File: src/rtl/cke_gate_pkg.sv
package cke_gate_pkg;
    localparam int STATE_W = 2;

    typedef enum logic [STATE_W-1:0] {
        DEV_IDLE = 2'b00,
        DEV_READ = 2'b01,
        DEV_BUSY = 2'b10
    } dev_state_e;

    typedef struct packed {
        logic pdn;
        logic susp;
        logic ill;
    } flags_t;
endpackage

File: src/rtl/cke_sampler.sv
module cke_sampler (
    input  logic clk,
    input  logic rst,
    input  logic cke,
    output logic en,
    output logic drop
);
    typedef struct packed {
        logic cke;
    } smp_t;

    smp_t smp_d, smp_q;

    always_comb begin
        smp_d     = smp_q;
        smp_d.cke = rst ? 1'b1 : cke;
    end

    always_ff @(posedge clk) begin
        smp_q <= smp_d;
    end

    assign en   = smp_q.cke;
    assign drop = smp_q.cke & ~cke;

    // the enable follows the pin one edge late
    assert_en_follows_pin_R1: assert property (@(posedge clk) disable iff (rst)
        1'b1 |=> (en == $past(cke)));
endmodule

File: src/rtl/burst_track.sv
module burst_track (
    input  logic clk,
    input  logic rst,
    input  logic en,
    input  logic rd_go,
    input  logic done,
    output logic active
);
    typedef struct packed {
        logic open;
    } bt_t;

    bt_t bt_d, bt_q;

    always_comb begin
        bt_d = bt_q;
        if (rst) begin
            bt_d.open = 1'b0;
        end else if (en) begin
            if (rd_go)
                bt_d.open = 1'b1;
            else if (done)
                bt_d.open = 1'b0;
        end
    end

    always_ff @(posedge clk) begin
        bt_q <= bt_d;
    end

    assign active = bt_q.open;

    // a frozen edge neither opens nor closes a burst
    assert_burst_frozen_R5: assert property (@(posedge clk) disable iff (rst)
        !en |=> $stable(active));
endmodule

File: src/rtl/mode_flags.sv
module mode_flags
    import cke_gate_pkg::*;
(
    input  logic clk,
    input  logic rst,
    input  logic cke,
    input  logic en,
    input  logic drop,
    input  logic standby,
    input  logic burst_open,
    input  logic ill_evt,
    output logic pdn,
    output logic susp,
    output logic ill
);
    flags_t fl_d, fl_q;

    always_comb begin
        fl_d = fl_q;
        if (rst) begin
            fl_d = '0;
        end else begin
            if (cke) begin
                fl_d.pdn  = 1'b0;
                fl_d.susp = 1'b0;
            end else if (drop) begin
                fl_d.pdn  = standby;
                fl_d.susp = burst_open;
            end
            if (en)
                fl_d.ill = ill_evt;
        end
    end

    always_ff @(posedge clk) begin
        fl_q <= fl_d;
    end

    assign pdn  = fl_q.pdn;
    assign susp = fl_q.susp;
    assign ill  = fl_q.ill;

    // the two stop reasons exclude each other
    assert_one_reason_R3: assert property (@(posedge clk) disable iff (rst)
        !(pdn && susp));
    // the illegal flag keeps its value over frozen edges
    assert_ill_hold_R6: assert property (@(posedge clk) disable iff (rst)
        !en |=> $stable(ill));
    // a pin seen high leaves no stop flag behind
    assert_exit_clears_R4: assert property (@(posedge clk) disable iff (rst)
        cke |=> (!pdn && !susp));
endmodule

File: src/rtl/cke_gate.sv
module cke_gate
    import cke_gate_pkg::*;
(
    input  logic               clk,
    input  logic               rst,
    input  logic               cke,
    input  logic               cmd,
    input  logic               rd,
    input  logic               burst_done,
    input  logic [STATE_W-1:0] dev_state,
    output logic               clk_en,
    output logic               cmd_go,
    output logic               pdn,
    output logic               susp,
    output logic               illegal
);
    logic en, drop, burst_open, standby, rd_go, ill_evt;

    cke_sampler u_smp (
        .clk  (clk),
        .rst  (rst),
        .cke  (cke),
        .en   (en),
        .drop (drop)
    );

    assign cmd_go  = cmd & en & ~drop;
    assign rd_go   = cmd_go & rd;
    assign ill_evt = cmd & drop;
    assign standby = (dev_state == DEV_IDLE) & ~burst_open;

    burst_track u_bt (
        .clk    (clk),
        .rst    (rst),
        .en     (en),
        .rd_go  (rd_go),
        .done   (burst_done),
        .active (burst_open)
    );

    mode_flags u_fl (
        .clk        (clk),
        .rst        (rst),
        .cke        (cke),
        .en         (en),
        .drop       (drop),
        .standby    (standby),
        .burst_open (burst_open),
        .ill_evt    (ill_evt),
        .pdn        (pdn),
        .susp       (susp),
        .ill        (illegal)
    );

    assign clk_en = en;

    // a command on a falling-pin cycle never executes
    assert_no_go_on_drop_R7: assert property (@(posedge clk) disable iff (rst)
        (cmd && !cke) |-> !cmd_go);
    // a drop while busy names no stop reason
    assert_busy_drop_R8: assert property (@(posedge clk) disable iff (rst)
        (drop && dev_state == DEV_BUSY && !burst_open) |=> (!pdn && !susp));
endmodule

File: config.mk
export PLATFORM = sky130hd
export DESIGN_NAME = cke_gate
export DESIGN_NICKNAME = d
export VERILOG_FILES = /design/src/rtl/cke_gate_pkg.sv /design/src/rtl/cke_sampler.sv /design/src/rtl/burst_track.sv /design/src/rtl/mode_flags.sv /design/src/rtl/cke_gate.sv
export SDC_FILE = /design/constraint.sdc
export NUM_CORES = 1
export LEC_CHECK = 0
export ABC_AREA = 1
export BUFFER_PORTS_ARGS = -buffer_cell sky130_fd_sc_hd__buf_2
export CAP_MARGIN = 40
export CORE_AREA = 3 3 40 42
export DETAILED_ROUTE_END_ITERATION = 8
export DIE_AREA = 0 0 43 45
export PLACE_DENSITY = 0.4
export SYNTH_ARGS = -nofsm -noshare
export SYNTH_HDL_FRONTEND = slang
export SYNTH_SLANG_ARGS = --single-unit
File: constraint.sdc
create_clock -name clk -period 1.3 [get_ports clk]
set_input_delay 0.195 -clock clk [delete_from_list [all_inputs] [get_ports clk]]
set_output_delay 0.195 -clock clk [all_outputs]
set_load 0.02 [all_outputs]
Word level (Yosys, flattened, before mapping)
Index checks and enable logic that the tools add are counted.
{"block": "totals", "regBits": 5, "inputBits": 8, "output_inout_bits": 5}
{"block": "op_classes", "muxes": 2, "bitwise": 9, "reduce_logical": 4}
{"op": "1-bit AND", "count": 6}
{"op": "1-bit NOT", "count": 3}
{"op": "2-bit zero test", "count": 1}
{"op": "1-bit 2-to-1 mux", "count": 2}
{"op": "2-bit AND reduction", "count": 1}
{"op": "2-bit nonzero test", "count": 1}
{"op": "2-bit OR reduction", "count": 1}

Longest topological paths before layout
Gate-level depths: netlist of run 1.
{"block": "depth", "ltp_word": 7, "mapped_depth": 4}

Cells and area by module
Synthesis of run 1 repeated with hierarchy kept, for this count alone.
{"block": "hier_totals", "cells_unflattened": 39, "area_unflattened_um2": 250.2}
{"module": "mode_flags", "instances": 1, "cells_per_inst": 20, "area_per_inst_um2": 131.4}
{"module": "burst_track", "instances": 1, "cells_per_inst": 5, "area_per_inst_um2": 40.0}
{"module": "cke_gate", "instances": 1, "cells_per_inst": 8, "area_per_inst_um2": 40.0}
{"module": "cke_sampler", "instances": 1, "cells_per_inst": 6, "area_per_inst_um2": 38.8}

Worst setup path after synthesis of run 1
No wires, ideal clock.
{"block": "synth_timing", "kind": "register -> register", "from": "reg u_smp.smp_q, in the netlist u_smp.en", "to": "reg u_bt.bt_q, in the netlist u_bt.active", "setup_ns": 0.066, "t_arrival_ns": 0.942, "t_required_ns": 1.234, "setup_slack_ns": 0.292, "stages_incl_launch_ff": 5, "cell_sequence": "dfxtp_1 > nand2_2 > nor2_4 > nand2_2 > a21oi_2"}
{"block": "synth_via", "elab_chain_cells": 6, "word_cells_on_any_way": 8}
{"element": "start: declaration", "line": "cke_sampler.sv:12", "rtl": "smp_t smp_d, smp_q;"}
{"element": "start signal: assignment", "line": "cke_sampler.sv:20", "rtl": "smp_q <= smp_d;"}
{"element": "1-bit AND", "line": "cke_sampler.sv:24", "rtl": "assign drop = smp_q.cke & ~cke;"}
{"element": "1-bit NOT", "line": "cke_gate.sv:27", "rtl": "assign cmd_go = cmd & en & ~drop;"}
{"element": "1-bit AND (*)", "line": "cke_gate.sv:27"}
{"element": "named net cmd_go", "line": "cke_gate.sv:12", "rtl": "output logic cmd_go,"}
{"element": "1-bit AND (*)", "line": "cke_gate.sv:28", "rtl": "assign rd_go = cmd_go & rd;"}
{"element": "2-bit nonzero test (no line)"}
{"element": "2-bit AND reduction (no line)"}
{"element": "end signal: assignment", "line": "burst_track.sv:28", "rtl": "bt_q <= bt_d;"}
{"element": "end: declaration", "line": "burst_track.sv:13", "rtl": "bt_t bt_d, bt_q;"}
Mark *: on every way through the listed nets, which the timed path passes. The rest lies on a longest branch.
A chain may end at the register's enable or synchronous reset.

Worst setup path after layout of run 1
{"block": "layout_timing", "from": "reg u_smp.smp_q, in the netlist u_smp.en", "to": "out cmd_go"}
{"block": "layout_via", "elab_chain_cells": 3, "word_cells_on_any_way": 4}
{"element": "1-bit AND", "line": "cke_sampler.sv:24"}
{"element": "1-bit NOT", "line": "cke_gate.sv:27"}
{"element": "1-bit AND (*)", "line": "cke_gate.sv:27"}
{"element": "end: declaration", "line": "cke_gate.sv:12"}
Mark *: on every way between the ends. The rest lies on a longest branch, timed or not.

==> results of run 1 <==
## stage by stage
step,cells,power [mW],util
2_1_floorplan,26,0.191,-
3_3_place_gp,53,0.214,0.223
3_5_place_dp,53,0.213,0.223
4_1_cts,57,0.404,0.243
5_1_grt,57,0.418,0.243
6_report,57,0.389,0.243
## how the worst max path moves through the flow
stage	from	to	slack, ps	cells after the start
4_1_cts	u_smp.en	cmd_go	90	3
6_report	u_smp.en	cmd_go	110	3
3_5_place_dp	u_smp.en	cmd_go	350	3
5_1_grt	u_smp.en	cmd_go	50	3
2_1_floorplan	u_smp.en	u_bt.active	290	4
3_3_place_gp	u_smp.en	cmd_go	370	3
## cell usage in the layout (no fill, tap or decap)
cell / count
sky130_fd_sc_hd__buf_2: 12
sky130_fd_sc_hd__a21oi_2: 1
sky130_fd_sc_hd__nand2_2: 2
sky130_fd_sc_hd__or2_1: 1
sky130_fd_sc_hd__clkbuf_4: 3
sky130_fd_sc_hd__a21oi_1: 2
sky130_fd_sc_hd__inv_2: 1
sky130_fd_sc_hd__nor2_1: 1
sky130_fd_sc_hd__clkbuf_1: 1
sky130_fd_sc_hd__dfxtp_1: 5
sky130_fd_sc_hd__o22ai_1: 1
sky130_fd_sc_hd__inv_1: 2
sky130_fd_sc_hd__nand3_1: 1
sky130_fd_sc_hd__nor2_2: 1
sky130_fd_sc_hd__nor2_4: 1
sky130_fd_sc_hd__nand2_1: 7
## power by group
part           internal [mW]  switching [mW]  leakage (nW)  total, mW
registers              0.159         0.00415        0.0408      0.163
clock network          0.116          0.0640        0.0150      0.180
logic                 0.0194          0.0267        0.0906     0.0461
total                  0.294          0.0948         0.146      0.389
## worst max-delay path: stages, from the launching register on
cell and delay (ps):
sky130_fd_sc_hd__dfxtp_1 400, sky130_fd_sc_hd__nand2_2 100, sky130_fd_sc_hd__nor2_4 100, sky130_fd_sc_hd__buf_2 170
## routing by layer
| metal | track usage | up-vias |
|---|---|---|
| li1 | - | 114 |
| met1 | 0.0630 | 87 |
| met2 | 0.0958 | 5 |
| met3 | 0.0598 | 0 |
| met4 | 0.0181 | 0 |
| met5 | 0 | - |
## state kept, by name (all words and copies together) (netlist names)
signal	count
u_smp.en	1
u_bt.active	1
u_fl.susp	1
u_fl.pdn	1
u_fl.ill	1
## logic make-up after synthesis
family | after synthesis | synth area share
AND/OR/NAND/NOR | 14 | 0.343
flip-flops | 5 | 0.482
AO/OA/AOI/OAI | 4 | 0.121
buffers and inverters | 3 | 0.0542
## layout make-up
class / instances / share of cell area
multi-input combinational: 18 / 0.308
timing repair buffer: 12 / 0.192
tap: 15 / 0.0600
sequential: 5 / 0.320
inverter: 3 / 0.0360
clock buffer: 4 / 0.0840
==> impl_metrics.yaml, run 1 <==
place:
  placement.io_buffers: 12
  placed_area_sq_um: 287
  gp_congestion: 0.711
  preCtsSetupSlack_ps: 351
detailed_routing:
  met1_length_um: 203
  top_layer_used: "met3"
  routed_wirelength_um: 504
  detail_route.iter0.violations: 0
  route.detailed.vias_per_inst: 3.61
  routed-via-count: 206
  wl_per_cell_um: 8.84
  drt-pass1-iter-count: 1
  wl_met2_um: 274
  met3RoutedLength_um: 26
  ant_nets: 0
  remaining_drc_errors: 0
power:
  ir_drop_mv: 0.685
  power.density_nw_per_um2: 1240
  leakage_nw: 0.146
die:
  area_of_the_die_sq_um: 1940
  top_level_ports: 13
  initial_core_utilization: 0.162
  core-area_sq_um: 1280
  die_y_um: 45
  die_width_um: 43
  core.rowCount: 13
cts:
  htree_levels: 1
  clock_sink_count: 5
  cts-root-to-sink-buffers: 2
  clock_pin_slew_of_the_registers_on_the_worst_case_setup_and_hold_paths_ps: 40
  cts.hold.buffers_added: 0
  post-cts-setup-buffer-count: 0
  cts-buffers-inserted: 3
  cts_tree: "done"
  clock_latency_ps: 240
  cts-root-buf: "sky130_fd_sc_hd__clkbuf_4"
  postCtsResizedCells: 0
synthesis:
  ys.flop_type: "sky130_fd_sc_hd__dfxtp_1"
  synthCells: 26
  netlist_area_sq_um: 208
  post-synth-top-count-cell: "sky130_fd_sc_hd__nand2_1"
  yosysWarnings: 0
  synthesized_nets: 34
  synth_area_leader_cell: "sky130_fd_sc_hd__dfxtp_1"
  synth_top_cells_by_count: "sky130_fd_sc_hd__nand2_1, sky130_fd_sc_hd__dfxtp_1, sky130_fd_sc_hd__a21oi_1, sky130_fd_sc_hd__inv_1, sky130_fd_sc_hd__nand2_2"
  yosys.area.top_type_share: 0.482
  synth_area_leaders: "sky130_fd_sc_hd__dfxtp_1, sky130_fd_sc_hd__nand2_1, sky130_fd_sc_hd__nand2_2"
  yosysSeqAreaShare: 0.482
  postSynthAreaPerCell_sq_um: 7.99
  synth_edf_count: 0
  postSynth.asyncResetShare: 0
  yosys_register_bits: 5
  synthDistinctLibCells: 13
grt:
  track_usage: 0.0634
  antenna_violations_before_repair: 0
  grt_pass1_vias: 211
  overflow: 0
  grt_first_pass_wirelength_um: 834
  grt_start_max_net_pins: 6
final_layout:
  filler_cell_count_in_the_final_layout: 145
  combined_area_of_the_multi_input_logic_cells_sq_um: 96.3
  area.growth.synth_to_final_pct: 50.6
  share_of_cells_above_drive_strength_1: 0.500
  postLayoutCellArea_sq_um: 313
  nets: 51
  num_antenna_cells: 0
  area.sequential_sq_um: 100
setup_path:
  worst-path-max-fanout: 5
  cp_data_arrival_time_ps: 1000
  timing.critical_path.from_type: "register"
  worstSetupEndpointType: "primary output"
  worst_ep_required_time_ps: 1110
  worstReg2RegStart: "u_smp.en"
  critical_path_class: "reg2out"
  worstRegToRegCells: 4
  rr_endpoint: "u_bt.active"
  r2r_slack_ps: 490
timing:
  setup_slack_ps: 108
  setup_tns_ps: 0
  fmaxAchievable_mhz: 839
  post-route-period-util: 0.917
  finalWorstPathRequiredPeriod_ps: 1190
  finalClockSkew_ps: 5.48
  maxSlewViolCount: 0
  rsz0062_at_grt: "no"
  setup-violations-final: 0
  relative_slew_slack: 0.880
  finalHoldViolCount: 0
  max_slew.worst_pin.slew_ps: 179
  worst_hold_slack_ps: 145
run:
  cap_violations: 0
worst_hold_path:
  holdPathEnd: "u_bt.active"
  hold_start: "rst"
  whs_path_depth: 2
  hold_path_class: "in2reg"
outcome:
  outcome: "completed"
Note: power is estimated with default switching activity, not from simulation.
==> run 2: changes to the inputs <==
--- a/config.mk
+++ b/config.mk
@@ -8,10 +8,9 @@
 export ABC_AREA = 1
 export BUFFER_PORTS_ARGS = -buffer_cell sky130_fd_sc_hd__buf_2
 export CAP_MARGIN = 40
-export CORE_AREA = 3 3 40 42
+export CORE_AREA = 2 2 39 41
 export DETAILED_ROUTE_END_ITERATION = 8
-export DIE_AREA = 0 0 43 45
-export PLACE_DENSITY = 0.4
+export DIE_AREA = 0 0 41 43
 export SYNTH_ARGS = -nofsm -noshare
 export SYNTH_HDL_FRONTEND = slang
 export SYNTH_SLANG_ARGS = --single-unit
==> run 2 against run 1 <==
Against the previous run:
- first-iteration DRC count up 2
- cell area up 0.40%
- global-route usage up 0.88 points
- non-clock buffer count unchanged
- die area down 8.9%
- clock-buffer cell count unchanged
- maximum frequency down 0.77%
==> impl_metrics.yaml, run 2 (same netlist as run 1, synthesis figures left out) <==
outcome:
  outcome: "completed"
timing:
  finalHoldViolCount: 0
  max_slew.worst_pin.slew_ps: 174
  finalWorstPathRequiredPeriod_ps: 1200
  finalClockSkew_ps: 1.08
  setup_tns_ps: 0
  maxSlewViolCount: 0
  relative_slew_slack: 0.884
  setup-violations-final: 0
  post-route-period-util: 0.924
  rsz0062_at_grt: "no"
  fmaxAchievable_mhz: 833
detailed_routing:
  met3RoutedLength_um: 56
  detail_route.iter0.violations: 2
  routed-via-count: 212
  routed_wirelength_um: 486
  wl_per_cell_um: 8.38
  remaining_drc_errors: 0
  ant_nets: 0
  met1_length_um: 164
  drt-pass1-iter-count: 2
  wl_met2_um: 237
  top_layer_used: "met4"
  route.detailed.vias_per_inst: 3.66
final_layout:
  postLayoutCellArea_sq_um: 314
  share_of_cells_above_drive_strength_1: 0.500
  layout_common_cells: "sky130_fd_sc_hd__buf_2, sky130_fd_sc_hd__nand2_1, sky130_fd_sc_hd__dfxtp_1"
  area.growth.synth_to_final_pct: 51.2
  finalNonFillerCells: 58
  filler_cell_count_in_the_final_layout: 163
  num_antenna_cells: 0
  nets: 51
  layout_commonest_cell: "sky130_fd_sc_hd__buf_2"
die:
  initial_core_utilization: 0.150
  die_width_um: 41
  core-area_sq_um: 1380
  die_y_um: 43
  area_of_the_die_sq_um: 1760
  core.rowCount: 14
  top_level_ports: 13
grt:
  antenna_violations_before_repair: 0
  grt_pass1_vias: 190
  overflow: 0
  grt_start_max_net_pins: 6
  track_usage: 0.0722
  grt_first_pass_wirelength_um: 745
cts:
  cts-root-to-sink-buffers: 2
  clock_pin_slew_of_the_registers_on_the_worst_case_setup_and_hold_paths_ps: 50
  cts-root-buf: "sky130_fd_sc_hd__clkbuf_4"
  cts_tree: "done"
  cts.hold.buffers_added: 0
  post-cts-setup-buffer-count: 0
  postCtsResizedCells: 0
  clock_latency_ps: 250
  clock_sink_count: 5
  htree_levels: 1
  cts-buffers-inserted: 3
place:
  detailed_place_hpwl_um: 388
  placed_area_sq_um: 288
  gp_congestion: 0.686
  placement.io_buffers: 12
  dpl.cell_count: 54
setup_path:
  critical_path.max_stage_delay_ps: 400
  worstSetupEndpointType: "primary output"
  timing.critical_path.cells: "nand2_2, nor2_4, buf_2"
  worst-path-max-fanout: 5
  crit_path_top_delay_cell: "sky130_fd_sc_hd__dfxtp_1"
  worst_ep_required_time_ps: 1110
  cp_data_arrival_time_ps: 1010
  timing.critical_path.from_type: "register"
  critical_path_class: "reg2out"
power:
  ir_drop_mv: 0.324
  leakage_nw: 0.146
  power.density_nw_per_um2: 1270
  fin_total_pwr_mw: 0.398
worst_hold_path:
  hold_path_class: "in2reg"
run:
  cap_violations: 0
## run 2: cell counts in the layout (fill, tap and decap cells not counted)
Identical to the previous run, type by type.
## run 2: through the flow
| stage | hold slack [ps] | setup slack [ps] | util |
|---|---|---|---|
| after global placement | 390 | 376 | 0.208 |
| after global routing | 142 | 19.6 | 0.227 |
| after floorplan | 257 | 292 | - |
| after detailed placement | 397 | 366 | 0.208 |
| after CTS | 132 | 96.4 | 0.227 |
| final | 134 | 99.0 | 0.227 |
## run 2: final timing paths
path                            startpoint  cells after the start           to  slack [ps]
worst min-delay path                   rst                      2  u_bt.active         130
worst max register to register    u_smp.en                      4  u_bt.active         490
worst min register to register    u_fl.pdn                      2     u_fl.pdn         460
worst max-delay path              u_smp.en                      3       cmd_go         100
## run 2: power breakdown
part / switching (mW) / internal, mW / leakage [nW]
Sequential: 0.00382 / 0.159 / 0.0408
Combinational: 0.0269 / 0.0194 / 0.0906
Clock: 0.0727 / 0.117 / 0.0150
## run 2: layer usage
| metal | vias to the layer above | track usage |
|---|---|---|
| li1 | 113 | - |
| met1 | 91 | 0.0577 |
| met2 | 6 | 0.100 |
| met3 | 2 | 0.0366 |
| met4 | 0 | 0.100 |
| met5 | - | 0 |
## run 2: area by class of cell
cell class                      count  area, sq um  area share
Timing Repair Buffer               12         60.1       0.191
Multi-Input combinational cell     18         96.3       0.307
Inverter                            3         11.3      0.0359
Sequential cell                     5          100       0.319
Tap cell                           16         20.0      0.0637
Clock buffer                        4         26.3      0.0837
## run 2: worst max-delay path, delay by kind of cell (launching register included)
kind / cells / cell delay, ps
flip-flops: 1 / 400
AND/OR/NAND/NOR: 2 / 190
buffers and inverters: 1 / 170
==> run 3: changes to the inputs <==
--- a/config.mk
+++ b/config.mk
@@ -7,8 +7,9 @@
 export LEC_CHECK = 0
 export ABC_AREA = 1
 export BUFFER_PORTS_ARGS = -buffer_cell sky130_fd_sc_hd__buf_2
-export CAP_MARGIN = 40
+export CAP_MARGIN = 0
 export CORE_AREA = 2 2 39 41
+export CTS_BUF_LIST = sky130_fd_sc_hd__clkbuf_8
 export DETAILED_ROUTE_END_ITERATION = 8
 export DIE_AREA = 0 0 41 43
 export SYNTH_ARGS = -nofsm -noshare
==> run 3 against run 2 <==
Against the previous run:
- non-clock buffer count stayed put
- critical path type unchanged
- first-iteration DRC count is 50% lower
- clock-buffer cell count decreased by 1
- register-to-register slack hardly changed
- critical path depth stayed put
- global-route usage is the same
- core utilization is 1.4 points higher
- sequential share of layout area fell by 1.8 points
- cell area increased by 6.0%
==> impl_metrics.yaml, run 3 (same netlist as run 1, synthesis figures left out) <==
setup_path:
  cp_data_arrival_time_ps: 980
  timing.critical_path.from_type: "register"
  dominant_delay_contributor_by_cell_family_on_the_critical_path: "flip-flops"
  critical_path.max_stage_delay_ps: 400
  timing.critical_path.cells: "nand2_2, nor2_4, buf_2"
  crit_path_top_delay_cell: "sky130_fd_sc_hd__dfxtp_1"
  worstSetupEndpointType: "primary output"
  critical_path_class: "reg2out"
  worst_ep_required_time_ps: 1110
  crit_buf_inv: 1
  worst-path-max-fanout: 5
cts:
  post-cts-setup-buffer-count: 0
  htree_levels: 1
  clock_pin_slew_of_the_registers_on_the_worst_case_setup_and_hold_paths_ps: 40
  cts_tree: "done"
  cts-buffers-inserted: 3
  cts-root-to-sink-buffers: 2
  postCtsResizedCells: 0
  clock_sink_count: 5
  clock_latency_ps: 220
  cts-root-buf: "sky130_fd_sc_hd__clkbuf_8"
  cts.hold.buffers_added: 0
place:
  dpl.cell_count: 54
  detailed_place_hpwl_um: 388
  placement.io_buffers: 12
  gp_congestion: 0.686
  preCtsSetupSlack_ps: 366
die:
  die_y_um: 43
  area_of_the_die_sq_um: 1760
  core.rowCount: 14
  initial_core_utilization: 0.150
  core-area_sq_um: 1380
  top_level_ports: 13
  die_width_um: 41
outcome:
  outcome: "completed"
detailed_routing:
  detail_route.iter0.violations: 1
  routed_wirelength_um: 480
  remaining_drc_errors: 0
  ant_nets: 0
  wl_per_cell_um: 8.28
  route.detailed.vias_per_inst: 3.62
  drt-pass1-iter-count: 2
  routed-via-count: 210
grt:
  grt_pass1_vias: 195
  antenna_violations_before_repair: 0
  overflow: 0
  grt_first_pass_wirelength_um: 752
  grt_start_max_net_pins: 6
  track_usage: 0.0722
final_layout:
  nets: 51
  finished_core_util: 0.241
  layout_commonest_cell: "sky130_fd_sc_hd__buf_2"
  num_antenna_cells: 0
  filler_cell_count_in_the_final_layout: 163
  share_of_cells_above_drive_strength_1: 0.500
  layout_common_cells: "sky130_fd_sc_hd__buf_2, sky130_fd_sc_hd__nand2_1, sky130_fd_sc_hd__dfxtp_1"
  area.growth.synth_to_final_pct: 60.2
  finalNonFillerCells: 58
timing:
  setup_tns_ps: 0
  fmaxAchievable_mhz: 852
  finalHoldViolCount: 0
  setup-violations-final: 0
  max_slew.worst_pin.slew_ps: 177
  rsz0062_at_grt: "no"
  setup_slack_ps: 127
  post-route-period-util: 0.902
  finalClockSkew_ps: 1.13
  maxSlewViolCount: 0
  worst_hold_slack_ps: 162
  finalWorstPathRequiredPeriod_ps: 1170
  relative_slew_slack: 0.882
worst_hold_path:
  hold_path_class: "in2reg"
power:
  leakage_nw: 0.158
  ir_drop_mv: 0.524
  power.density_nw_per_um2: 1480
run:
  cap_violations: 0
==> run 3: cell types whose count changed in the layout (fill, tap and decap cells not counted), sizes merged <==
| cell | previous run | this run |
|---|---|---|
| inv | 3 | 4 |
| clkbuf | 4 | 3 |
==> run 3: final timing paths <==
kind                               endpoint     start  depth (start not counted)  slack, ps
worst min register to register     u_fl.pdn  u_fl.pdn                          2        460
worst max-delay path                 cmd_go  u_smp.en                          3        130
worst min-delay path            u_bt.active       rst                          2        160
worst max register to register  u_bt.active  u_smp.en                          4        490
==> run 3: through the flow <==
stage               area [sq um]  total power, mW
floorplan                    208            0.191
global placement             288            0.212
detailed placement           288            0.213
CTS                          333            0.500
global route                 333            0.514
finish                       333            0.494
==> run 3: metal layers <==
metal  routed length (um)  GRT usage  vias up
met4                   17     0.0800        0
li1                     -          -      112
met3                   63     0.0524        2
met5                    0          0        -
met2                  238      0.100        7
met1                  159     0.0577       89
==> run 3: where the power goes <==
group	leakage, nW	switching, mW	internal, mW	total, mW
Sequential	0.0408	0.00386	0.159	0.163
Clock	0.0269	0.0817	0.203	0.285
Combinational	0.0906	0.0269	0.0194	0.0463
Total	0.158	0.112	0.382	0.494
==> run 3: layout make-up <==
cell class                 count  area, sq um  share of cell area
sequential                     5          100               0.301
multi-input combinational     18         96.3               0.289
inverter                       3         11.3              0.0338
timing repair buffer          12         60.1               0.180
clock inverter                 1         3.75              0.0113
clock buffer                   3         41.3               0.124
tap                           16         20.0              0.0602
==> run 3: worst register-to-register path, delay by kind of cell (launching register included) <==
| kind | cells | cell delay [ps] |
|---|---|---|
| flip-flops | 1 | 400 |
| AND/OR/NAND/NOR | 3 | 240 |
| AO/OA/AOI/OAI | 1 | 100 |
